--- src/rtl/ivr_pkg.sv ---
package ivr_pkg;

    localparam int ADDR_W = 40;
    localparam int WORD_W = 32;
    localparam int SIZE_W = 5;
    localparam int VEC_BYTES = 16;

    // register indices
    localparam logic [2:0] RA_CTRL = 3'd0;
    localparam logic [2:0] RA_BASE = 3'd1;
    localparam logic [2:0] RA_RPTR = 3'd2;
    localparam logic [2:0] RA_WPTR = 3'd3;
    localparam logic [2:0] RA_WBLO = 3'd4;
    localparam logic [2:0] RA_WBHI = 3'd5;

    // control bit positions
    localparam int CB_RING  = 0;
    localparam int CB_INTR  = 1;
    localparam int CB_WB    = 2;
    localparam int CB_OVCLR = 3;
    localparam int CB_SIZE  = 4;

    typedef struct packed {
        logic [7:0]  src;
        logic [27:0] data;
        logic [7:0]  ring;
        logic [7:0]  vmid;
        logic [15:0] pasid;
    } ivr_event_t;

    typedef struct packed {
        logic              ring_en;
        logic              intr_en;
        logic              wb_en;
        logic [SIZE_W-1:0] size;
    } ivr_ctrl_t;

    typedef enum logic [2:0] {
        SQ_IDLE,
        SQ_W0,
        SQ_W1,
        SQ_W2,
        SQ_W3,
        SQ_WB
    } seq_state_t;

    // one 32-bit word of a vector
    function automatic logic [WORD_W-1:0] vec_word(ivr_event_t e, logic [1:0] k);
        logic [WORD_W-1:0] w;
        case (k)
            2'd0:    w = {24'd0, e.src};
            2'd1:    w = {4'd0, e.data};
            2'd2:    w = {e.pasid, e.vmid, e.ring};
            default: w = '0;
        endcase
        return w;
    endfunction

endpackage

--- src/rtl/ivr_regs.sv ---
module ivr_regs
    import ivr_pkg::*;
#(
    parameter int PTR_W = 18
) (
    input  logic                clk,
    input  logic                rst,
    input  logic                reg_we,
    input  logic [2:0]          reg_addr,
    input  logic [WORD_W-1:0]   reg_wdata,
    input  logic [PTR_W-1:0]    wptr_view,
    output logic [WORD_W-1:0]   reg_rdata,
    output ivr_ctrl_t           ctrl,
    output logic [WORD_W-1:0]   base,
    output logic [PTR_W-1:0]    rptr,
    output logic [ADDR_W-1:0]   wb_addr,
    output logic [PTR_W-1:0]    mask,
    output logic                ovf_clr,
    output logic                wptr_we,
    output logic [PTR_W-1:0]    wptr_wdata
);

    localparam int MAX_LOG2W = PTR_W - 2;

    logic [WORD_W-1:0] wb_lo;
    logic [7:0]        wb_hi;
    int                size_eff;
    logic [PTR_W-1:0]  load_val;

    // effective ring size in log2 words, clamped
    always_comb begin
        size_eff = int'(ctrl.size);
        if (size_eff < 2)
            size_eff = 2;
        else if (size_eff > MAX_LOG2W)
            size_eff = MAX_LOG2W;
        mask = ~({PTR_W{1'b1}} << (size_eff + 2));
    end

    assign load_val   = reg_wdata[PTR_W-1:0] & mask & ~PTR_W'(VEC_BYTES - 1);
    assign ovf_clr    = reg_we && (reg_addr == RA_CTRL) && reg_wdata[CB_OVCLR];
    assign wptr_we    = reg_we && (reg_addr == RA_WPTR);
    assign wptr_wdata = load_val;
    assign wb_addr    = {wb_hi, wb_lo};

    always_ff @(posedge clk) begin
        if (rst) begin
            ctrl  <= '0;
            base  <= '0;
            rptr  <= '0;
            wb_lo <= '0;
            wb_hi <= '0;
        end else if (reg_we) begin
            case (reg_addr)
                RA_CTRL: begin
                    ctrl.ring_en <= reg_wdata[CB_RING];
                    ctrl.intr_en <= reg_wdata[CB_INTR];
                    ctrl.wb_en   <= reg_wdata[CB_WB];
                    ctrl.size    <= reg_wdata[CB_SIZE +: SIZE_W];
                end
                RA_BASE: base  <= reg_wdata;
                RA_RPTR: rptr  <= load_val;
                RA_WBLO: wb_lo <= reg_wdata;
                RA_WBHI: wb_hi <= reg_wdata[7:0];
                default: ;
            endcase
        end
    end

    always_comb begin
        case (reg_addr)
            RA_CTRL: reg_rdata = {{(WORD_W-CB_SIZE-SIZE_W){1'b0}}, ctrl.size, 1'b0,
                                  ctrl.wb_en, ctrl.intr_en, ctrl.ring_en};
            RA_BASE: reg_rdata = base;
            RA_RPTR: reg_rdata = WORD_W'(rptr);
            RA_WPTR: reg_rdata = WORD_W'(wptr_view);
            RA_WBLO: reg_rdata = wb_lo;
            RA_WBHI: reg_rdata = {24'd0, wb_hi};
            default: reg_rdata = '0;
        endcase
    end

endmodule

--- src/rtl/ivr_seq.sv ---
module ivr_seq
    import ivr_pkg::*;
#(
    parameter int PTR_W = 18
) (
    input  logic                clk,
    input  logic                rst,
    input  ivr_ctrl_t           ctrl,
    input  logic [WORD_W-1:0]   base,
    input  logic [PTR_W-1:0]    mask,
    input  logic [PTR_W-1:0]    rptr,
    input  logic [ADDR_W-1:0]   wb_addr,
    input  logic                ovf_clr,
    input  logic                wptr_we,
    input  logic [PTR_W-1:0]    wptr_wdata,
    input  logic                ev_valid,
    input  ivr_event_t          ev_in,
    output logic                ev_ready,
    output logic                mem_wr_en,
    output logic [ADDR_W-1:0]   mem_addr,
    output logic [WORD_W-1:0]   mem_wdata,
    output logic [PTR_W-1:0]    wptr,
    output logic                ovf,
    output seq_state_t          state
);

    ivr_event_t       ev_q;
    logic [PTR_W-1:0] next_ptr;
    logic             full;
    logic             active;
    logic [1:0]       word_k;
    logic [ADDR_W-1:0] ring_base;

    assign active    = ctrl.ring_en && ctrl.intr_en;
    assign ev_ready  = (state == SQ_IDLE) && active;
    assign next_ptr  = (wptr + PTR_W'(VEC_BYTES)) & mask;
    assign full      = (next_ptr == rptr);
    assign word_k    = 2'(state - SQ_W0);
    assign ring_base = {base, 8'd0};

    always_ff @(posedge clk) begin
        if (rst) begin
            state <= SQ_IDLE;
            wptr  <= '0;
            ovf   <= 1'b0;
            ev_q  <= '0;
        end else begin
            // software actions first; sequencer updates below take priority
            if (wptr_we)
                wptr <= wptr_wdata;
            if (ovf_clr)
                ovf <= 1'b0;
            case (state)
                SQ_IDLE: begin
                    if (ev_valid && ev_ready) begin
                        ev_q  <= ev_in;
                        state <= SQ_W0;
                    end
                end
                SQ_W0: state <= SQ_W1;
                SQ_W1: state <= SQ_W2;
                SQ_W2: state <= SQ_W3;
                SQ_W3: begin
                    wptr <= next_ptr;
                    if (full)
                        ovf <= 1'b1;
                    state <= ctrl.wb_en ? SQ_WB : SQ_IDLE;
                end
                SQ_WB:   state <= SQ_IDLE;
                default: state <= SQ_IDLE;
            endcase
        end
    end

    always_comb begin
        mem_wr_en = 1'b0;
        mem_addr  = '0;
        mem_wdata = '0;
        case (state)
            SQ_W0, SQ_W1, SQ_W2, SQ_W3: begin
                mem_wr_en = 1'b1;
                mem_addr  = ring_base + ADDR_W'(wptr) + ADDR_W'({word_k, 2'b00});
                mem_wdata = vec_word(ev_q, word_k);
            end
            SQ_WB: begin
                mem_wr_en = 1'b1;
                mem_addr  = wb_addr;
                mem_wdata = WORD_W'({wptr[PTR_W-1:1], ovf});
            end
            default: ;
        endcase
    end

endmodule

--- src/rtl/ivr_producer.sv ---
module ivr_producer
    import ivr_pkg::*;
#(
    parameter int PTR_W = 18
) (
    input  logic         clk,
    input  logic         rst,
    input  logic         reg_we,
    input  logic [2:0]   reg_addr,
    input  logic [31:0]  reg_wdata,
    output logic [31:0]  reg_rdata,
    input  logic         ev_valid,
    output logic         ev_ready,
    input  logic [7:0]   ev_src,
    input  logic [27:0]  ev_data,
    input  logic [7:0]   ev_ring,
    input  logic [7:0]   ev_vmid,
    input  logic [15:0]  ev_pasid,
    output logic         mem_wr_en,
    output logic [39:0]  mem_addr,
    output logic [31:0]  mem_wdata,
    output logic         irq
);

    ivr_ctrl_t         ring_ctrl;
    logic [WORD_W-1:0] ring_base;
    logic [PTR_W-1:0]  rptr_q;
    logic [PTR_W-1:0]  wptr_q;
    logic              ovf_q;
    logic [ADDR_W-1:0] wb_addr;
    logic [PTR_W-1:0]  ring_mask;
    logic              ovf_clr;
    logic              sw_wptr_we;
    logic [PTR_W-1:0]  sw_wptr_val;
    logic [PTR_W-1:0]  wptr_view;
    seq_state_t        seq_state;
    ivr_event_t        ev_bundle;

    assign ev_bundle = '{src: ev_src, data: ev_data, ring: ev_ring,
                         vmid: ev_vmid, pasid: ev_pasid};
    assign wptr_view = {wptr_q[PTR_W-1:1], ovf_q};

    ivr_regs #(.PTR_W(PTR_W)) u_regs (
        .clk        (clk),
        .rst        (rst),
        .reg_we     (reg_we),
        .reg_addr   (reg_addr),
        .reg_wdata  (reg_wdata),
        .wptr_view  (wptr_view),
        .reg_rdata  (reg_rdata),
        .ctrl       (ring_ctrl),
        .base       (ring_base),
        .rptr       (rptr_q),
        .wb_addr    (wb_addr),
        .mask       (ring_mask),
        .ovf_clr    (ovf_clr),
        .wptr_we    (sw_wptr_we),
        .wptr_wdata (sw_wptr_val)
    );

    ivr_seq #(.PTR_W(PTR_W)) u_seq (
        .clk        (clk),
        .rst        (rst),
        .ctrl       (ring_ctrl),
        .base       (ring_base),
        .mask       (ring_mask),
        .rptr       (rptr_q),
        .wb_addr    (wb_addr),
        .ovf_clr    (ovf_clr),
        .wptr_we    (sw_wptr_we),
        .wptr_wdata (sw_wptr_val),
        .ev_valid   (ev_valid),
        .ev_in      (ev_bundle),
        .ev_ready   (ev_ready),
        .mem_wr_en  (mem_wr_en),
        .mem_addr   (mem_addr),
        .mem_wdata  (mem_wdata),
        .wptr       (wptr_q),
        .ovf        (ovf_q),
        .state      (seq_state)
    );

    assign irq = ring_ctrl.ring_en && ring_ctrl.intr_en &&
                 ((rptr_q != wptr_q) || ovf_q);

endmodule

--- config.mk ---
export PLATFORM = sky130hd
export DESIGN_NAME = ivr_producer
export DESIGN_NICKNAME = d
export VERILOG_FILES = /design/src/rtl/ivr_pkg.sv /design/src/rtl/ivr_regs.sv /design/src/rtl/ivr_seq.sv /design/src/rtl/ivr_producer.sv
export SDC_FILE = /design/constraint.sdc
export NUM_CORES = 1
export LEC_CHECK = 0
export ABC_AREA = 1
export BUFFER_PORTS_ARGS = -buffer_cell sky130_fd_sc_hd__buf_4
export CAP_MARGIN = 5
export CORE_MARGIN = 5
export CORE_UTILIZATION = 48
export DETAILED_ROUTE_END_ITERATION = 8
export PLACE_DENSITY = 0.7
export SYNTH_ARGS = -nofsm -noshare
export SYNTH_HDL_FRONTEND = slang
export SYNTH_HIERARCHICAL = 1
export SYNTH_SLANG_ARGS = --single-unit
--- constraint.sdc ---
create_clock -name clk -period 5.6 [get_ports clk]
set_input_delay 1.12 -clock clk [delete_from_list [all_inputs] [get_ports clk]]
set_output_delay 1.12 -clock clk [all_outputs]
set_load 0.02 [all_outputs]
# ---- Word-level counts from Yosys, hierarchy flattened
# Cells that the tools add are included.
dict set report word_totals {
  regBits 184
  inputBits 107
  out_inout_bits 107
  word_cells 77
}
dict set report classes {
  addsub 5
  n_lt_le_gt_ge 2
  n_eq_ne 15
  shift 1
  muxes 15
  bitwise 3
  reduce_logical 20
}
# cell n
set ops {}
lappend ops {{32-bit case mux with 6 select lines} 1}
lappend ops {{32-bit case mux with 3 select lines} 1}
lappend ops {{40-bit case mux with 2 select lines} 1}
lappend ops {{32-bit case mux with 2 select lines} 1}
lappend ops {{40-bit by 18-bit adder with 40-bit output} 1}
lappend ops {{40-bit by 4-bit adder with 40-bit output} 1}
lappend ops {{18-bit AND} 2}
lappend ops {{18-bit two-way mux} 2}
lappend ops {{18-bit by 32-bit << shifter with 18-bit output, first input constant} 1}
lappend ops {{18-bit by 5-bit adder with 18-bit output, second input constant} 1}
lappend ops {{18-bit == test} 1}
lappend ops {{18-bit inequality test} 1}
lappend ops {{18-bit inverter} 1}
lappend ops {{3-bit case mux with 5 select lines} 1}
lappend ops {{3-bit by 2-bit == test with 1-bit output, second input constant} 4}
lappend ops {{3-bit == test, second input constant} 4}
lappend ops {{2-bit AND reduction} 6}
lappend ops {{5-bit two-way mux} 2}
lappend ops {{1-bit logical AND} 7}
lappend ops {{5-bit by 2-bit adder with 6-bit output, second input constant} 1}
lappend ops {{3-bit by 1-bit == test with 1-bit output, second input constant} 2}
lappend ops {{3-bit zero test} 2}
lappend ops {{3-bit two-way mux} 2}
lappend ops {{5-bit greater-than comparator, second input constant} 1}
lappend ops {{11 further kinds} 14}

# ---- Depth between registers and ports, before layout
# Gate-level depths: netlist (run 1).
dict set report logic_depth {
  word_depth 10
  depth_mapped 23
  mapped_depth_nobuf 23
}

# ---- By module
# The synthesis (run 1) kept the hierarchy.
# module n_inst cells_per_inst area_each_um2 seq_area_each_um2
set modules_own_cells {}
lappend modules_own_cells {ivr_seq 1 1115 6797.8 1801.7}
lappend modules_own_cells {ivr_regs 1 611 4355.4 1881.8}
lappend modules_own_cells {ivr_producer 1 91 377.9 0.0}

# ---- Worst setup path before layout (run 1)
# OpenSTA, ideal clock, no wires.
dict set report synth_timing {
  path_kind {reg2out}
  startpoint {register u_seq.state[0]}
  endpoint {output port mem_addr[25]}
  t_arrival_ns 2.300
  required_ns 4.480
  setup_slack_ns 2.180
  path_stages_with_launch 14
  cell_sequence {dfxtp_1 inv_1 ha_1 inv_1 ha_1 a21oi_1 nor2_2 nand2_1 nand2_1 nand4_1 o211ai_2 nand2_1 nand2_1 o21ai_0}
}
dict set report synth_via {
  elab_chain_cells 3
}
# element line
set synth_lines {}
lappend synth_lines {{start: declaration} ivr_seq.sv:24} ;# output seq_state_t state
lappend synth_lines {{start signal: assignment} ivr_seq.sv:67} ;# state <= ctrl.wb_en ? SQ_WB : SQ_IDLE;
lappend synth_lines {{2-bit by 1-bit subtractor with 2-bit output (tied with other cells)} ivr_seq.sv:38} ;# assign word_k = 2'(state - SQ_W0);
lappend synth_lines {{40-bit by 4-bit adder with 40-bit output / 4-bit OR reduction (equally long branches)} {ivr_seq.sv:82, ivr_seq.sv:79}}
lappend synth_lines {{40-bit case mux with 2 select lines *} ivr_seq.sv:79} ;# case (state)
lappend synth_lines {{end: declaration} ivr_producer.sv:20} ;# output logic [39:0] mem_addr,
# Every way passes the cells marked *; elsewhere a longest branch is shown, timed or not.

# ---- Worst setup path after layout (run 1)
dict set report layout_timing {
  startpoint {register u_seq.state[0]}
  endpoint {output port mem_addr[34]}
}
# The elaborated chain is that of the path after synthesis.

==> results of run 1 <==
[cells in the mapped netlist (3+ instances only)]
cell type                  number
sky130_fd_sc_hd__dfxtp_1      184
sky130_fd_sc_hd__buf_1          4
sky130_fd_sc_hd__buf_4         16
sky130_fd_sc_hd__a22oi_1       14
sky130_fd_sc_hd__buf_2         17
sky130_fd_sc_hd__inv_2          9
sky130_fd_sc_hd__o21ai_2        5
sky130_fd_sc_hd__nor2_2         7
sky130_fd_sc_hd__a21oi_2        8
sky130_fd_sc_hd__o211ai_1      10
sky130_fd_sc_hd__or2_1          4
sky130_fd_sc_hd__a21oi_1      189
sky130_fd_sc_hd__nor2_1       148
sky130_fd_sc_hd__nand2_2        8
sky130_fd_sc_hd__a31oi_1        6
sky130_fd_sc_hd__nand3_1      127
sky130_fd_sc_hd__a32o_1         5
sky130_fd_sc_hd__nand2_1      397
sky130_fd_sc_hd__nand2_4        3
sky130_fd_sc_hd__clkbuf_1      60
sky130_fd_sc_hd__o21ai_0      196
sky130_fd_sc_hd__nor3_1        16
sky130_fd_sc_hd__nand3_2        9
sky130_fd_sc_hd__o21ai_1       14
sky130_fd_sc_hd__xor2_1         5
sky130_fd_sc_hd__or2_2          7
sky130_fd_sc_hd__ha_1          23
sky130_fd_sc_hd__o22ai_1       36
sky130_fd_sc_hd__clkinv_1       4
sky130_fd_sc_hd__inv_1        225
sky130_fd_sc_hd__xnor2_1        5
sky130_fd_sc_hd__nand4_1       23
[layout by cell type (no fill, tap or decap), types with 16 or more instances in the layout]
| cell | instances |
|---|---|
| sky130_fd_sc_hd__nand2_1 | 396 |
| sky130_fd_sc_hd__o21ai_0 | 196 |
| sky130_fd_sc_hd__ha_1 | 23 |
| sky130_fd_sc_hd__dfxtp_1 | 184 |
| sky130_fd_sc_hd__o22ai_1 | 36 |
| sky130_fd_sc_hd__nand3_1 | 127 |
| sky130_fd_sc_hd__nor2_1 | 148 |
| sky130_fd_sc_hd__clkbuf_16 | 17 |
| sky130_fd_sc_hd__inv_1 | 224 |
| sky130_fd_sc_hd__buf_4 | 227 |
| sky130_fd_sc_hd__nor3_1 | 16 |
| sky130_fd_sc_hd__a21oi_1 | 189 |
| sky130_fd_sc_hd__nand4_1 | 23 |
[sequential cells by signal, summed over array words and instances (netlist names)]
register,count
u_seq/ev_q,68
u_regs/base,32
u_regs/wb_lo,32
u_seq/wptr,18
u_regs/rptr,14
u_regs/ctrl,8
u_regs/wb_hi,8
u_seq/state,3
u_seq/ovf,1
[per-layer routing]
layer / routed length (um) / track usage, %
met3: 3753 / 4.717
met2: 18690 / 46.46
met1: 19440 / 46.06
met5: 0 / 0
met4: 882 / 8.204
[power by group]
part	switching (mW)	internal (mW)	total, mW
Sequential	0.0502	1.34	1.39
Combinational	0.623	0.259	0.882
Clock	0.623	0.599	1.22
Total	1.30	2.20	3.50
[path summary, 6_finish.rpt]
kind	startpoint	endpoint	slack [ns]	cells after the start
worst min-delay path	u_seq/ev_q[42]$_SDFFE_PP0P_	u_seq/ev_q[42]$_SDFFE_PP0P_	0.45	2
worst max register to register	u_seq/state[0]$_SDFFE_PP0P_	u_seq/ev_q[16]$_SDFFE_PP0P_	2.10	10
worst max-delay path	u_seq/state[0]$_SDFFE_PP0P_	mem_addr[34]	1.17	18
worst min register to register	u_seq/ev_q[42]$_SDFFE_PP0P_	u_seq/ev_q[42]$_SDFFE_PP0P_	0.45	2
[layout make-up]
cell class                      instances  area, um^2
Fill cell                            2371        9758
Sequential cell                       184        3684
Tap cell                              319       399.1
Clock buffer                           17       425.4
Inverter                              238       893.4
Timing Repair Buffer                  227        1704
Clock inverter                         14       152.6
Multi-Input combinational cell       1304        6526
[stage by stage]
stage               setup slack [ns]  hold slack, ns  utilization [%]  cells  instance area (um^2)
floorplan                      2.180          0.4245                -   1824                 11560
global placement               1.540          0.4401            56.10   2272                 13210
CTS                            1.221          0.4542            58.55   2303                 13780
global route                  0.9673          0.4807            58.55   2303                 13780
finish                         1.175          0.4546            58.55   2303                 13780
detailed placement             1.513          0.4416            56.10   2272                 13210
[worst min-delay path: stages (launching register included)]
cell	delay, ns
sky130_fd_sc_hd__dfxtp_1	0.30
sky130_fd_sc_hd__inv_1	0.06
sky130_fd_sc_hd__a21oi_1	0.05
[cell families after synthesis]
logic type	Yosys count	synth area share, %
other cells	1	0.03252
xor+xnor	10	0.7595
simple gates	767	29.42
buf+inv	336	11.71
flops	184	31.94
fa+ha+maj	24	2.669
compound gates	495	23.47
==> reports/results.md, run 1 <==
• **CTS buffer count** 17
• **Nets** 2103
• **total buffers and inverters traversed by the critical path** 5
• **via count of the first global-routing pass** 11590
• **hold buffers post-CTS** 0
• **setup repair after global routing missed its margin** false
• **timing-limited maximum frequency** 226.0 MHz
• **main flop type after synthesis** sky130_fd_sc_hd__dfxtp_1
• **count of distinct cell types in the synthesized netlist** 56
• **number of H-tree branching levels** 4
• **data arrival time of the critical path** 3.31 ns
• **critical setup path kind** flop to output pin
• **kind of launch point of the worst setup path** flop
• **final period demand of the worst path** 4.425 ns
• **DRC violation count after routing** 0
• **area share of the largest cell type after synthesis** 31.94%
• **I/O pin count** 214
• **number of detailed-routing iterations run before antenna repair** 6
• **post-CTS sizing** 0
• **clock latency on the worst-skew pair** 0.44 ns
• **DR WL/cell** 18.57 um
• **antenna violations before repair** 0
• **required time of the critical path** 4.48 ns
• **half-perimeter wire length after detailed placement** 31.71 mm
• **Post-synth EDFFs** 0
• **summed negative setup slack over all endpoints** 0 ns
• **IO buf count** 213
• **effective utilization at floorplan** 48.98%
• **maximum fanout along the worst path** 5
• **total inserted antenna cells** 0
• **Root Buffer** sky130_fd_sc_hd__clkbuf_16
• **die footprint** 27220 um^2
• **remaining global-route overflow** 0
• **number of warnings issued by yosys** 6
• **total wire length after detailed routing** 42.76 mm
• **pwr dens** 253.6 nW/um^2
• **post-synthesis register bit count** 184
• **number of instances in the synthesized netlist** 1817
• **Post-synth ARST share** 0%
• **standard cell with the maximum stage delay on the critical path** sky130_fd_sc_hd__fa_1
• **delay of the slowest critical-path stage** 0.48 ns
• **result of the run** finished clean
• **post-route clock skew** 0.01504 ns
• **library cell occupying the most area in the post-synthesis netlist** sky130_fd_sc_hd__dfxtp_1
• **number of slew-limit violations in the final report** 0
• **post-layout power** 3.496 mW
• **fraction of layout instances using a drive strength above 1** 16.58%
• **final weighted congestion of routability-driven global placement** 0.9924
• **Max Cap Viol** 0
• **class of the most critical hold timing path** flop to flop
• **Relative slew margins** 18.24%
• **category of the worst setup path capture point** output pin
• **static leakage** 5.755 nW
• **final setup violation count** 0
• **Worst Max-Slew Pin Slew** 1.223 ns
• **CTS tree** done
• **critical path's top delay family** simple AND/OR/NAND/NOR gates
• **Hold Fails Final Rpt** 0
• **Bufs on Longest Clock Path** 2
• **clock edge transition at the registers on the reported setup and hold paths** 0.08 ns
• **core area** 23540 um^2
• **register area share after synthesis** 31.94%
• **synth top area cells** sky130_fd_sc_hd__dfxtp_1 32%, sky130_fd_sc_hd__nand2_1 13%, sky130_fd_sc_hd__o21ai_0 8.5%, sky130_fd_sc_hd__a21oi_1 8.2%, sky130_fd_sc_hd__inv_1 7.3%
• **drt first-iter violations** 1448
• **die height** 165.0 um
• **Post-Syn Area** 11530 um^2
• **syn avg cell area** 6.346 um^2
• **number of nets with antenna violations after routing** 0
• **layout overhead on the synthesized area** 19.54%
• **vias** 12750
• **Die Wd** 165.0 um
• **vias per cell** 5.538
• **wire length of the first global-routing pass** 65.71 mm
• **post-CTS setup-driven buffer insertion count** 0
• **ratio of final minimum period to clock period** 79.02%
• **pin count of the biggest net entering global routing** 65
• **Peak supply drop** 0.0002690 V
• **cell-by-cell listing of the critical path** inv_1 -> ha_1 -> inv_1 -> fa_1 -> inv_1 -> nor2_2 -> nand2_1 -> nand2_2 -> a21oi_1 -> inv_2 -> nand2_2 -> nand2_4 -> nand2_4 -> nor2_2 -> nand2_1 -> nand3b_1 -> nand2_1 -> buf_4
• **total global-route track usage** 30.93%
• **Placement Rows** 56
• **total number of clock tree sinks** 184
Note: power is estimated with default switching activity, not from simulation.
==> run 2: changes to the inputs <==
- ABC_AREA: 1 -> 0
- PLACE_DENSITY: 0.7 -> 0.71
- clock period: 5.6 -> 4.2 ns (I/O delays scaled with it)
==> run 2 against run 1 <==
The run now ends with DRC left. Wire length shrank 6.3%. Area after synthesis down 6.6%. Largest power group unchanged. Critical path depth down 5. Clock skew down 0.0014 ns. Worst hold slack about the same. Core utilization grew 2.0 points. Critical path type unchanged. Die area fell by 6.2%. Clock power grew 32%. Cell area fell by 3.5%.
==> reports/results.md, run 2 <==
• **result of the run** finished, violations left
• **violated checks** DRC
• **Top Registers** u_seq/ev_q: 68 flops, u_regs/base: 32 flops, u_regs/wb_lo: 32 flops
• **vias per cell** 6.081, +9.8%
• **most common cell in the netlist** sky130_fd_sc_hd__nand2_1
• **static leakage** 5.080 nW, -12%
• **Post-synth ARST share** 0%, unchanged
• **Bufs on Longest Clock Path** 2, unchanged
• **Nets** 1755, -17%
• **layout overhead on the synthesized area** 23.42%
• **synth top area cells** sky130_fd_sc_hd__dfxtp_1 34%, sky130_fd_sc_hd__nand2_1 14%, sky130_fd_sc_hd__a21oi_1 8.1%, sky130_fd_sc_hd__a22oi_1 3.8%, sky130_fd_sc_hd__xnor2_1 3.3%
• **summed negative setup slack over all endpoints** 0 ns, unchanged
• **total buffers and inverters traversed by the critical path** 4, -1
• **Placement Rows** 54, -3.6%
• **drt first-iter violations** 1500, +3.6%
• **total number of clock tree sinks** 184, unchanged
• **Post-Syn Area** 10780 um^2, -6.6%
• **data arrival time of the critical path** 3.25 ns, -0.06 ns
• **die height** 159.8 um, -3.1%
• **register area share after synthesis** 34.18%, +2.2 points
• **critical setup path kind** flop to output pin
• **number of H-tree branching levels** 4, unchanged
• **met2 Resource Use GR** 45.84%, -0.62 points
• **core area** 21960 um^2, -6.7%
• **pin count of the biggest net entering global routing** 67, +3.1%
• **number of fill cells** 2005, -15%
• **required time of the critical path** 3.36 ns, -1.12 ns
• **count of distinct cell types in the synthesized netlist** 75, +34%
• **half-perimeter wire length after detailed placement** 28.93 mm, -8.8%
• **library cell occupying the most area in the post-synthesis netlist** sky130_fd_sc_hd__dfxtp_1
• **CTS buffer count** 17, unchanged
• **class of the most critical hold timing path** flop to flop
• **number of slew-limit violations in the final report** 0, unchanged
• **final period demand of the worst path** 4.094 ns
• **cell count after placement** 1875, -17%
• **pwr dens** 335.8 nW/um^2, +32%
• **timing-limited maximum frequency** 244.2 MHz
• **largest reg by FF count** u_seq/ev_q
• **post-route clock skew** 0.01359 ns, -0.001446 ns
• **main flop type after synthesis** sky130_fd_sc_hd__dfxtp_1
• **number of instances in the synthesized netlist** 1455, -20%
• **Relative slew margins** 17.93%, -0.31 points
• **hold buffers post-CTS** 0, unchanged
• **DRC violation count after routing** 7, +7
• **CTS tree** done
• **final std cells w/o fill** 1917, -17%
• **kind of launch point of the worst setup path** flop
• **multi-input combinational cell area** 6588 um^2, +0.94%
• **number of detailed-routing iterations run before antenna repair** 9, +3
• **via count of the first global-routing pass** 11000, -5.1%
• **cell-by-cell listing of the critical path** inv_2 -> ha_4 -> inv_2 -> ha_1 -> a21o_1 -> nand4_1 -> a31oi_2 -> a211oi_1 -> buf_4 -> nor4b_1 -> xnor2_1 -> o21ai_1 -> buf_4
• **number of nets with antenna violations after routing** 0, unchanged
• **clock latency on the worst-skew pair** 0.44 ns, about the same
• **number of warnings issued by yosys** 6, unchanged
• **total inserted antenna cells** 0, unchanged
• **Max Cap Viol** 0, unchanged
• **syn avg cell area** 7.406 um^2, +17%
• **Hold Fails Final Rpt** 0, unchanged
• **Root Buffer** sky130_fd_sc_hd__clkbuf_16
• **most used cells in the layout excluding fill and tap cells** 395 x sky130_fd_sc_hd__nand2_1, 258 x sky130_fd_sc_hd__buf_4, 182 x sky130_fd_sc_hd__dfxtp_1
• **fraction of layout instances using a drive strength above 1** 20.83%, +4.2 points
• **Die Wd** 159.8 um, -3.1%
• **critical path's top delay family** compound AO/OA/AOI/OAI gates
• **met3 Resource Use GR** 8.608%, +3.9 points
• **total wire length after detailed routing** 40.09 mm, -6.3%
• **vias** 11660, -8.6%
• **delay of the slowest critical-path stage** 0.37 ns, -0.11 ns
• **remaining global-route overflow** 0, unchanged
• **standard cell with the maximum stage delay on the critical path** sky130_fd_sc_hd__dfxtp_4
• **ratio of final minimum period to clock period** 97.48%
• **post-synthesis register bit count** 184, unchanged
• **most common cell after layout, fill and taps aside** sky130_fd_sc_hd__nand2_1
• **area share of the largest cell type after synthesis** 34.18%, +2.2 points
• **Post-synth EDFFs** 0, unchanged
• **final setup violation count** 0, unchanged
• **wire length of the first global-routing pass** 61.80 mm, -6.0%
• **Global Route met1 Usage** 38.94%, -7.1 points
• **I/O pin count** 214, unchanged
• **register area** 3691 um^2, +0.20%
• **category of the worst setup path capture point** output pin
• **total global-route track usage** 29.89%, -1.0 points
• **IO buf count** 213, unchanged
• **Peak supply drop** 0.0003327 V, +24%
• **Worst Max-Slew Pin Slew** 1.229 ns, +0.005095 ns
• **DR WL/cell** 20.91 um, +13%
• **most heavily used metal layer in global routing** met2
• **commonest cells in the netlist** 396 x sky130_fd_sc_hd__nand2_1, 184 x sky130_fd_sc_hd__dfxtp_1, 174 x sky130_fd_sc_hd__a21oi_1, 76 x sky130_fd_sc_hd__clkbuf_1, 62 x sky130_fd_sc_hd__nor2_1
• **antenna violations before repair** 2, +2
• **die footprint** 25550 um^2, -6.2%
• **max FFs per register** 68, unchanged
• **final weighted congestion of routability-driven global placement** 0.9927, about the same
• **effective utilization at floorplan** 49.07%, +0.092 points
• **Hold WS** 0.4545 ns, -0.00008200 ns
• **clock edge transition at the registers on the reported setup and hold paths** 0.08 ns, about the same
• **maximum fanout along the worst path** 11, +6
[run 2: cell count changes in the layout (fill, tap and decap cells not counted), sizes merged, moves of 21 or more]
cell and delta:
a21oi -22, a22oi +40, and2 +22, buf +32, inv -216, nand3 -116, nor2 -95, o21ai -140
o22ai -21, xnor2 +35, xor2 +30
[run 2: final cells by class]
type / instances / area share [%]
clock buffers: 18 / 3.227
well taps: 280 / 2.634
repair buffers: 260 / 14.90
multi-input cells: 1139 / 49.53
clock inverters: 14 / 1.327
flip-flops and latches: 184 / 27.75
inverters: 22 / 0.6209
[run 2: per-stage QoR]
stage / setup slack, ns / power, mW / utilization [%] / area [um^2]
2_1_floorplan: 0.5420 / 2.399 / - / 10800
3_3_place_gp: 0.1205 / 2.795 / 57.00 / 12520
3_5_place_dp: 0.04360 / 2.797 / 57.00 / 12520
4_1_cts: 0.009139 / 4.399 / 59.95 / 13170
5_1_grt: -0.02590 / 4.622 / 60.56 / 13300
6_report: 0.1058 / 4.466 / 60.56 / 13300
[run 2: tightest hold or removal path, delay by kind of cell (launching register included)]
kind             cells  cell delay (ns)
AND/OR/NAND/NOR      1             0.05
flip-flops           1             0.31
AO/OA/AOI/OAI        1             0.05
[run 2: logic make-up after synthesis]
| kind of cell | synth area share, % |
|---|---|
| other | 0.03480 |
| multiplexers | 3.379 |
| adder cells (fa/ha/maj) | 2.857 |
| XOR/XNOR | 6.096 |
| AO/OA/AOI/OAI | 22.52 |
| AND/OR/NAND/NOR | 25.23 |
| buffers and inverters | 5.701 |
| flip-flops | 34.18 |
[run 2: power by group]
group / internal [mW] / switching, mW
combinational: 0.343 / 0.695
clock: 0.806 / 0.804
sequential: 1.78 / 0.0396
[run 2: path summary, 6_finish.rpt]
path,startpoint,endpoint,slack (ns),depth (start not counted)
worst max-delay path,u_seq/state[0]$_SDFFE_PP0P_,mem_addr[39],0.11,13
worst min-delay path,u_seq/ev_q[15]$_SDFFE_PP0P_,u_seq/ev_q[15]$_SDFFE_PP0P_,0.45,2
worst max register to register,u_regs/ctrl[2]$_SDFFE_PP0P_,u_seq/ovf$_SDFF_PP0_,0.63,12
worst min register to register,u_seq/ev_q[15]$_SDFFE_PP0P_,u_seq/ev_q[15]$_SDFFE_PP0P_,0.45,2
[run 2: timing repair]
item,CTS,global route
gates cloned,0,1
setup buffers,1,8
pin swaps,3,12
setup endpoints to repair,12,15
gates resized for setup,5,10
[run 2: per-layer routing]
metal | wire, um | vias up
met5 | 18 | -
met3 | 4750 | 123
li1 | - | 5368
met2 | 17870 | 715
met1 | 15680 | 5447
met4 | 1763 | 4
==> run 3: changes to the inputs <==
==> constraint.sdc (replaced) <==
create_clock -name clk -period 4.2 [get_ports clk]
set_input_delay 0 -clock clk [delete_from_list [all_inputs] [get_ports clk]]
set_output_delay 0 -clock clk [all_outputs]
set_load 0.02 [all_outputs]
==> run 3 against run 2 <==
The flow now finishes without violations. Critical path depth shrank 1. Global-route usage grew 1.3 points. Core utilization grew 3.4 points. Power grew 1.3%. Count of clock-buffer cells in the layout shrank 1. Cell area grew 5.6%. Non-clock buffer count grew 76. Setup slack gained 0.31 ns. Cell count grew 4.0%. Clock power grew 4%. Register-to-register slack gained 0.13 ns. Wire length grew 3.1%. Largest cell class unchanged. Largest power group unchanged.
==> reports/results.md, run 3 (synthesized netlist as in run 2, its figures left out) <==
• **number of H-tree branching levels** 4, unchanged
• **critical path's top delay family** compound AO/OA/AOI/OAI gates
• **timing-limited maximum frequency** 264.2 MHz, +8.2%
• **CTS buffer count** 17, unchanged
• **pin count of the biggest net entering global routing** 92, +37%
• **logic gate share of total power** 22.9%, -0.3 points
• **Bufs on Longest Clock Path** 2, unchanged
• **die footprint** 25550 um^2, unchanged
• **vias per cell** 5.990, -1.5%
• **ratio of final minimum period to clock period** 90.12%, -7.4 points
• **total buffers and inverters traversed by the critical path** 3, -1
• **max FFs per register** 68, unchanged
• **Max Cap Viol** 0, unchanged
• **effective utilization at floorplan** 49.07%, unchanged
• **clock latency on the worst-skew pair** 0.45 ns, about the same
• **DRC violation count after routing** 0, -7
• **Top Registers** u_seq/ev_q: 68 flops, u_regs/base: 32 flops, u_regs/wb_lo: 32 flops
• **critical setup path kind** flop to output pin
• **Nets** 1831, +4.3%
• **kind of launch point of the worst setup path** flop
• **largest reg by FF count** u_seq/ev_q
• **static leakage** 5.310 nW, +4.5%
• **wire length of the first global-routing pass** 64.34 mm, +4.1%
• **IO buf count** 213, unchanged
• **required time of the critical path** 4.20 ns, +0.84 ns
• **maximum fanout along the worst path** 11, unchanged
• **result of the run** finished clean
• **Sequential Power Share** 40.2%, -0.5 points
• **most used cells in the layout excluding fill and tap cells** 395 x sky130_fd_sc_hd__nand2_1, 235 x sky130_fd_sc_hd__buf_4, 184 x sky130_fd_sc_hd__dfxtp_1
• **antenna violations before repair** 0, -2
• **Relative slew margins** 13.82%, -4.1 points
• **fraction of layout instances using a drive strength above 1** 18.04%, -2.8 points
• **final worst setup slack** 0.4148 ns, +0.3091 ns
• **vias** 11940, +2.4%
• **drt first-iter violations** 1454, -3.1%
• **die height** 159.8 um, unchanged
• **class of the most critical hold timing path** primary input to flop
• **Peak supply drop** 0.0003321 V, -0.20%
• **Switching Power** 1.577 mW, +2.5%
• **total global-route track usage** 31.21%, +1.3 points
• **cell-by-cell listing of the critical path** inv_1 -> ha_1 -> inv_1 -> fa_1 -> nand4_4 -> or3_4 -> a31oi_4 -> a311oi_2 -> nor4b_1 -> xnor2_1 -> o21ai_1 -> buf_4
• **clock edge transition at the registers on the reported setup and hold paths** 0.07 ns, about the same
• **number of slew-limit violations in the final report** 0, unchanged
• **wire length on met2** 19.02 mm, +6.4%
• **part of the power in the clock network** 36.9%, +0.9 points
• **via count of the first global-routing pass** 11370, +3.4%
• **Worst Max-Slew Pin Slew** 1.293 ns, +0.06413 ns
• **number of nets with antenna violations after routing** 0, unchanged
• **CTS tree** done
• **Setup WS pre-CTS** 0.8125 ns, +0.7689 ns
• **total inserted antenna cells** 0, unchanged
• **switching portion of total power** 34.86%, +0.41 points
• **remaining global-route overflow** 0, unchanged
• **total routed wire length on the met1 layer** 16.53 mm, +5.4%
• **Die Wd** 159.8 um, unchanged
• **routed length on met3** 4.358 mm, -8.3%
• **post-CTS setup-driven buffer insertion count** 0, -1
• **delay of the slowest critical-path stage** 0.87 ns, +0.50 ns
• **cell internal power dissipation** 2.946 mW, +0.64%
• **layout overhead on the synthesized area** 30.33%
• **most common cell after layout, fill and taps aside** sky130_fd_sc_hd__nand2_1
• **final setup violation count** 0, unchanged
• **final weighted congestion of routability-driven global placement** 0.9544, -3.9%
• **total wire length after detailed routing** 41.33 mm, +3.1%
• **Hold Fails Final Rpt** 0, unchanged
• **final period demand of the worst path** 3.785 ns, -0.3091 ns
• **post-route clock skew** 0.01383 ns, +0.0002386 ns
• **Top Layer Used** met4
• **total number of clock tree sinks** 184, unchanged
• **number of detailed-routing iterations run before antenna repair** 6, -3
• **I/O pin count** 214, unchanged
• **hold buffers post-CTS** 101, +101
• **setup repair after global routing missed its margin** false
• **Root Buffer** sky130_fd_sc_hd__clkbuf_16
• **post-CTS sizing** 0, -5
• **core area** 21960 um^2, unchanged
• **data arrival time of the critical path** 3.79 ns, +0.54 ns
• **pwr dens** 322.1 nW/um^2, -4.1%
• **category of the worst setup path capture point** output pin
• **summed negative setup slack over all endpoints** 0 ns, unchanged
• **Placement Rows** 54, unchanged
• **DR WL/cell** 20.74 um, -0.84%
• **half-perimeter wire length after detailed placement** 28.09 mm, -2.9%
• **standard cell with the maximum stage delay on the critical path** sky130_fd_sc_hd__a311oi_2
• **dominant cell type by count on the critical path** sky130_fd_sc_hd__inv_1
run 3: cell types whose count changed in the layout (fill, tap and decap cells not counted), moves of 2 or more:
cell	delta
sky130_fd_sc_hd__dlygate4sd3_1	+101
sky130_fd_sc_hd__buf_4	-23
sky130_fd_sc_hd__inv_1	+3
sky130_fd_sc_hd__inv_2	-3
sky130_fd_sc_hd__inv_6	-3
sky130_fd_sc_hd__nor4b_4	-3
sky130_fd_sc_hd__dfxtp_1	+2
sky130_fd_sc_hd__dfxtp_4	-2
sky130_fd_sc_hd__inv_12	+2
sky130_fd_sc_hd__nor4b_2	+2
run 3: path summary, 6_finish.rpt:
kind                               startpoint                           end  slack (ns)  cells past startpoint
setup / recovery  u_seq/state[0]$_SDFFE_PP0P_                  mem_addr[28]        0.41                     12
hold / removal                            rst  u_regs/rptr[17]$_SDFFE_PP0P_        0.15                      2
setup reg to reg  u_regs/ctrl[3]$_SDFFE_PP0P_          u_seq/ovf$_SDFF_PP0_        0.76                     14
hold reg to reg   u_seq/ev_q[52]$_SDFFE_PP0P_   u_seq/ev_q[52]$_SDFFE_PP0P_        0.46                      2
run 3: metrics by stage:
step                utilization (%)  cells  power [mW]  cell area (um^2)  hold slack (ns)
floorplan                         -   1462       2.399             10800           0.1360
global placement              56.50   1860       2.789             12410           0.2488
detailed placement            56.50   1860       2.790             12410           0.2541
CTS                           63.95   1993       4.522             14040           0.1673
global route                  63.95   1993       4.674             14040           0.1983
finish                        63.95   1993       4.523             14040           0.1532
run 3: power groups by stage:
| stage | Sequential [mW] | Clock [mW] | Combinational [mW] |
|---|---|---|---|
| after floorplan | 1.84 | 0 | 0.557 |
| after global placement | 1.85 | 0 | 0.934 |
| after detailed placement | 1.86 | 0 | 0.934 |
| after CTS | 1.82 | 1.70 | 1.01 |
| after global routing | 1.82 | 1.75 | 1.10 |
| final | 1.82 | 1.67 | 1.04 |
run 3: final cells by class:
type                       count  area (um^2)
clock buffer                  17        425.4
sequential                   184         3684
inverter                      22        82.58
tap                          280        350.3
fill                        1940         7915
clock inverter                15        200.2
multi-input combinational   1139         6526
timing repair buffer         336         2775
run 3: layer usage:
metal	vias up	GRT usage, %
met5	-	0
met4	0	11.65
met3	120	8.247
met2	682	50.21
met1	5624	40.41
li1	5513	-
run 3: worst reg2reg max path, cell delays in order, from the launching register on:
cell and delay (ns):
sky130_fd_sc_hd__dfxtp_1 0.55, sky130_fd_sc_hd__nor2_1 0.09, sky130_fd_sc_hd__o21ai_0 0.34, sky130_fd_sc_hd__inv_1 0.12, sky130_fd_sc_hd__ha_1 0.38, sky130_fd_sc_hd__nor2_1 0.29, sky130_fd_sc_hd__nand2_1 0.17, sky130_fd_sc_hd__or2_2 0.34
sky130_fd_sc_hd__nand2_1 0.09, sky130_fd_sc_hd__xnor2_1 0.06, sky130_fd_sc_hd__nor3_1 0.17, sky130_fd_sc_hd__nand4_1 0.18, sky130_fd_sc_hd__a2111oi_0 0.34, sky130_fd_sc_hd__nand4_1 0.14, sky130_fd_sc_hd__o21ai_1 0.13
